[config.mk]
export PLATFORM = sky130hd
export DESIGN_NAME = addalu_top
export DESIGN_NICKNAME = d
export VERILOG_FILES = /design/src/rtl/addalu_pkg.sv /design/src/rtl/addalu_shaper.sv /design/src/rtl/addalu_fa_cell.sv /design/src/rtl/addalu_ripple.sv /design/src/rtl/addalu_flags.sv /design/src/rtl/addalu_top.sv
export SDC_FILE = /design/constraint.sdc
export NUM_CORES = 1
export LEC_CHECK = 0
export BUFFER_PORTS_ARGS = -buffer_cell sky130_fd_sc_hd__buf_2
export CORE_MARGIN = 2
export CORE_UTILIZATION = 50
export DETAILED_ROUTE_END_ITERATION = 8
export PLACE_DENSITY_LB_ADDON = 0.12
export SLEW_MARGIN = 20
export SYNTH_ARGS = -nofsm -noshare
export SYNTH_HDL_FRONTEND = slang
export SYNTH_HIERARCHICAL = 1
export SYNTH_SLANG_ARGS = --single-unit
[constraint.sdc]
create_clock -name clk -period 0.9 [get_ports clk]
set_clock_uncertainty 0.1 [all_clocks]
set_input_delay 0.18 -clock clk [delete_from_list [all_inputs] [get_ports clk]]
set_output_delay 0.18 -clock clk [all_outputs]
set_load 0.02 [all_outputs]
[src/rtl/addalu_pkg.sv]
package addalu_pkg;

  typedef enum logic [2:0] {
    OP_ADD  = 3'b000,
    OP_SUB  = 3'b001,
    OP_INC  = 3'b010,
    OP_PASS = 3'b011,
    OP_AND  = 3'b100,
    OP_OR   = 3'b101,
    OP_XOR  = 3'b110,
    OP_NOTA = 3'b111
  } alu_op_e;

  // Bitwise group occupies the upper half of the code space.
  function automatic logic op_is_bitwise(input logic [2:0] op);
    return op[2];
  endfunction

  // One full-adder bit: sum.
  function automatic logic fa_sum(input logic x, input logic y, input logic c);
    return x ^ y ^ c;
  endfunction

  // One full-adder bit: carry (majority).
  function automatic logic fa_carry(input logic x, input logic y, input logic c);
    return (x & y) | (x & c) | (y & c);
  endfunction

  // Signed overflow from the two carries around the sign bit.
  function automatic logic sign_carry_ovf(input logic c_into, input logic c_out);
    return c_into ^ c_out;
  endfunction

endpackage

[src/rtl/addalu_shaper.sv]
module addalu_shaper
  import addalu_pkg::*;
#(
  parameter int W = 8
) (
  input  logic [W-1:0] a_i,
  input  logic [W-1:0] b_i,
  input  logic [2:0]   op_i,
  output logic [W-1:0] add_a_o,
  output logic [W-1:0] add_b_o,
  output logic         add_cin_o
);

  localparam logic [W-1:0] ZERO = '0;

  always_comb begin
    add_a_o   = a_i;
    add_b_o   = ZERO;
    add_cin_o = 1'b0;
    unique case (alu_op_e'(op_i))
      OP_ADD: begin
        add_b_o = b_i;
      end
      OP_SUB: begin
        add_b_o   = ~b_i;
        add_cin_o = 1'b1;
      end
      OP_INC: begin
        add_cin_o = 1'b1;
      end
      OP_PASS: begin
        add_a_o = a_i;
      end
      OP_AND:  add_a_o = a_i & b_i;
      OP_OR:   add_a_o = a_i | b_i;
      OP_XOR:  add_a_o = a_i ^ b_i;
      OP_NOTA: add_a_o = ~a_i;
      default: add_a_o = a_i;
    endcase
  end

endmodule

[src/rtl/addalu_fa_cell.sv]
module addalu_fa_cell
  import addalu_pkg::*;
(
  input  logic x_i,
  input  logic y_i,
  input  logic c_i,
  output logic s_o,
  output logic c_o
);

  assign s_o = fa_sum(x_i, y_i, c_i);
  assign c_o = fa_carry(x_i, y_i, c_i);

endmodule

[src/rtl/addalu_ripple.sv]
module addalu_ripple #(
  parameter int W = 8
) (
  input  logic [W-1:0] x_i,
  input  logic [W-1:0] y_i,
  input  logic         cin_i,
  output logic [W-1:0] sum_o,
  output logic [W:0]   carry_o
);

  assign carry_o[0] = cin_i;

  for (genvar k = 0; k < W; k++) begin : g_bit
    addalu_fa_cell u_fa (
      .x_i (x_i[k]),
      .y_i (y_i[k]),
      .c_i (carry_o[k]),
      .s_o (sum_o[k]),
      .c_o (carry_o[k+1])
    );
  end

endmodule

[src/rtl/addalu_flags.sv]
module addalu_flags
  import addalu_pkg::*;
#(
  parameter int W = 8
) (
  input  logic [W:0] carry_i,
  input  logic [2:0] op_i,
  output logic       cout_o,
  output logic       ovf_o
);

  localparam int MSB = W - 1;

  logic raw_ovf;
  assign raw_ovf = sign_carry_ovf(carry_i[MSB], carry_i[W]);
  assign cout_o  = carry_i[W];
  assign ovf_o   = raw_ovf & ~op_is_bitwise(op_i);

endmodule

[src/rtl/addalu_top.sv]
module addalu_top #(
  parameter int W = 8
) (
  input  logic         clk,
  input  logic         rst_n,
  input  logic [W-1:0] a_i,
  input  logic [W-1:0] b_i,
  input  logic [2:0]   op_i,
  output logic [W-1:0] sum_o,
  output logic         carry_o,
  output logic         ovf_o
);

  logic [W-1:0] ext_a_w;
  logic [W-1:0] ext_b_w;
  logic         ext_cin_w;
  logic [W-1:0] add_sum_w;
  logic [W:0]   add_carry_w;
  logic         cout_w;
  logic         ovf_w;

  addalu_shaper #(.W(W)) u_shaper (
    .a_i       (a_i),
    .b_i       (b_i),
    .op_i      (op_i),
    .add_a_o   (ext_a_w),
    .add_b_o   (ext_b_w),
    .add_cin_o (ext_cin_w)
  );

  addalu_ripple #(.W(W)) u_adder (
    .x_i     (ext_a_w),
    .y_i     (ext_b_w),
    .cin_i   (ext_cin_w),
    .sum_o   (add_sum_w),
    .carry_o (add_carry_w)
  );

  addalu_flags #(.W(W)) u_flags (
    .carry_i (add_carry_w),
    .op_i    (op_i),
    .cout_o  (cout_w),
    .ovf_o   (ovf_w)
  );

  always_ff @(posedge clk or negedge rst_n) begin
    if (!rst_n) begin
      sum_o   <= '0;
      carry_o <= 1'b0;
      ovf_o   <= 1'b0;
    end else begin
      sum_o   <= add_sum_w;
      carry_o <= cout_w;
      ovf_o   <= ovf_w;
    end
  end

endmodule

==> out/metrics.yaml <==
run_status:
  violations: "negative setup slack"
  outcome: "complete, but fails checks"
job:
  drv_cap: 0
placed_design:
  post-place-ws_ns: -3.44
  dp_hpwl_um: 2200
  place_area_um2: 1580
  gp_congestion: 0.775
  io_buffers: 30
  dp.cells: 202
sta:
  drv_slew: 0
  worst_pin_slew_ns: 0.312
  setup-violations-final: 20
  period_minus_slack_ns: 3.88
  fmax_ghz: 0.258
  hold_viol: 0
  timing.max_slew.rel_slack_pct: 79.2
  rsz0062_at_grt: "true"
  setup_slack_ns: -2.98
  hold_slack_ns: 0.168
  post-route-period-util_pct: 431
worst_setup_path:
  required_ns: 0.95
  slowest_stage: "fa_2"
  crit_chain: "buf_12 > inv_12 > ha_4 > o2111ai_2 > o221ai_2 > fa_2 > fa_2 > fa_2 > fa_2 > fa_2 > fa_2 > fa_2 > fa_2 > xnor2_1 > nor2_1"
  crit_path_start_kind: "input pin"
  crit_path_end_kind: "flip-flop"
  crit_path_max_fanout: 4
  crit_buf_inv: 2
  slowest_delay_ns: 0.38
  critPathArrivalTime_ns: 3.93
  worstSetupPathType: "input pin to flip-flop"
  crit_family: "adder cells"
  cp_common_cell: "fa_2"
drt:
  drt_iter0_markers: 13
  drc: 0
  wl_um: 2690
  via_count: 1053
  wl_per_cell_um: 12.8
  drtPass1Iterations: 4
  antenna_left: 0
  avgViaCountPerCell: 5.01
min_path:
  hold_path.startpoint: "op_i[2]"
  min_to: "ovf_o"
  hold_class: "input pin to flip-flop"
  hold_depth: 3
global_routing:
  grt_overflow: 0
  grt_max_degree: 18
  grt_pass1_wl_um: 4630
  grt_pass1_vias: 1098
  grt.total_usage_pct: 22.8
  antenna_found_initial: 0
finish:
  n_antenna_cell: 0
  instances_no_fill: 210
  fin_area_um2: 1730
  area_delta_synth_final_pct: 49.2
  layout.nets: 228
  layout-drive-gt1-share_pct: 48.4
  regArea_um2: 250
  multiInputGateArea_um2: 837
  n_fill_cell: 150
power:
  power_mw: 2.02
  power_density_nw_per_um2: 1160
  p_leak_nw: 0.875
  irDropWorstVdd_mv: 1.35
floorplanning:
  initial_core_util_pct: 52.4
  core_um2: 2210
  rows: 17
  fp.dieW_um: 52.2
  io_pins: 31
  die_area_um2: 2720
  dieHeight_um: 52.2
synth:
  synthCells: 123
  yosysWarningCount: 6
  synth_nets: 168
  avgSynthCellArea_um2: 9.43
  synth_area_um2: 1160
clock_network:
  clock_path_buffers: 2
  cts_made_buffers: 3
  clock-sinks: 10
  cts.htree.levels: 1
  clk_pin_slew_worst_paths_ns: 0.07
  cts_tree: "yes"
  cts_root_buf: "clkbuf_4"
-- state kept, by name (all words and copies together), names as in the netlist --
name     cells
sum_o        8
carry_o      1
ovf_o        1
-- layout make-up --
cell class | count | share of cell area [%]
clock buffers | 4 | 2.10
well taps | 28 | 2.02
inverters | 20 | 5.06
flip-flops and latches | 10 | 14.5
multi-input cells | 85 | 48.4
repair buffers | 63 | 28.0
-- how the worst max path moves through the flow --
stage,from,end,slack (ns),depth (start not counted)
floorplan,a_i[0],ovf_o,-3.08,14
global placement,a_i[0],ovf_o,-3.37,15
detailed placement,a_i[0],ovf_o,-3.44,15
CTS,a_i[0],ovf_o,-2.97,15
global route,a_i[0],ovf_o,-3.10,15
finish,a_i[0],ovf_o,-2.98,15
-- per-stage QoR --
step                setup TNS, ns  util, %
finish                     -20.53     78.2
global route               -21.63     78.2
CTS                        -20.57     77.9
detailed placement         -23.24     71.3
global placement           -22.82     71.3
floorplan                  -20.16        -
-- cell usage in the layout (no fill, tap or decap), drive strengths merged --
master and count:
o221a 2, dfrtp 10, o2111ai 5, inv 20, o21ai 3, xnor2 9, nand2 7, or2 4
buf 62, dlygate4sd3 1, nor2 12, nand2b 3, fa 8, mux2 1, ha 16, o221ai 5
clkbuf 4, mux4 1, mux2i 3, a211o 2, o21a 2, a21oi 2
-- tightest hold or removal path: cells and delay by family --
kind          cells  cell delay [ns]
buf+inv           2             0.25
simple gates      1             0.06
-- power by group --
| part | internal (mW) | switching [mW] |
|---|---|---|
| sequential | 0.547 | 0.0499 |
| clock | 0.245 | 0.154 |
| combinational | 0.538 | 0.482 |
| total | 1.33 | 0.685 |
-- repair_timing --
action	in CTS	in global routing
endpoints found under the setup margin	20	20
hold endpoints to repair	10	0
gates resized for setup	25	0
hold buffers	1	0
pin swaps	2	0
buffers inserted	2	1
-- per-layer routing --
layer | vias up | share of wire [%] | global-route usage (%)
li1 | 521 | - | -
met4 | 0 | 0.85 | 6.84
met2 | 21 | 55 | 42.6
met5 | - | 0 | 0
met3 | 4 | 3.2 | 3.74
met1 | 507 | 41 | 26.4
(Power assumes the default switching activity.)
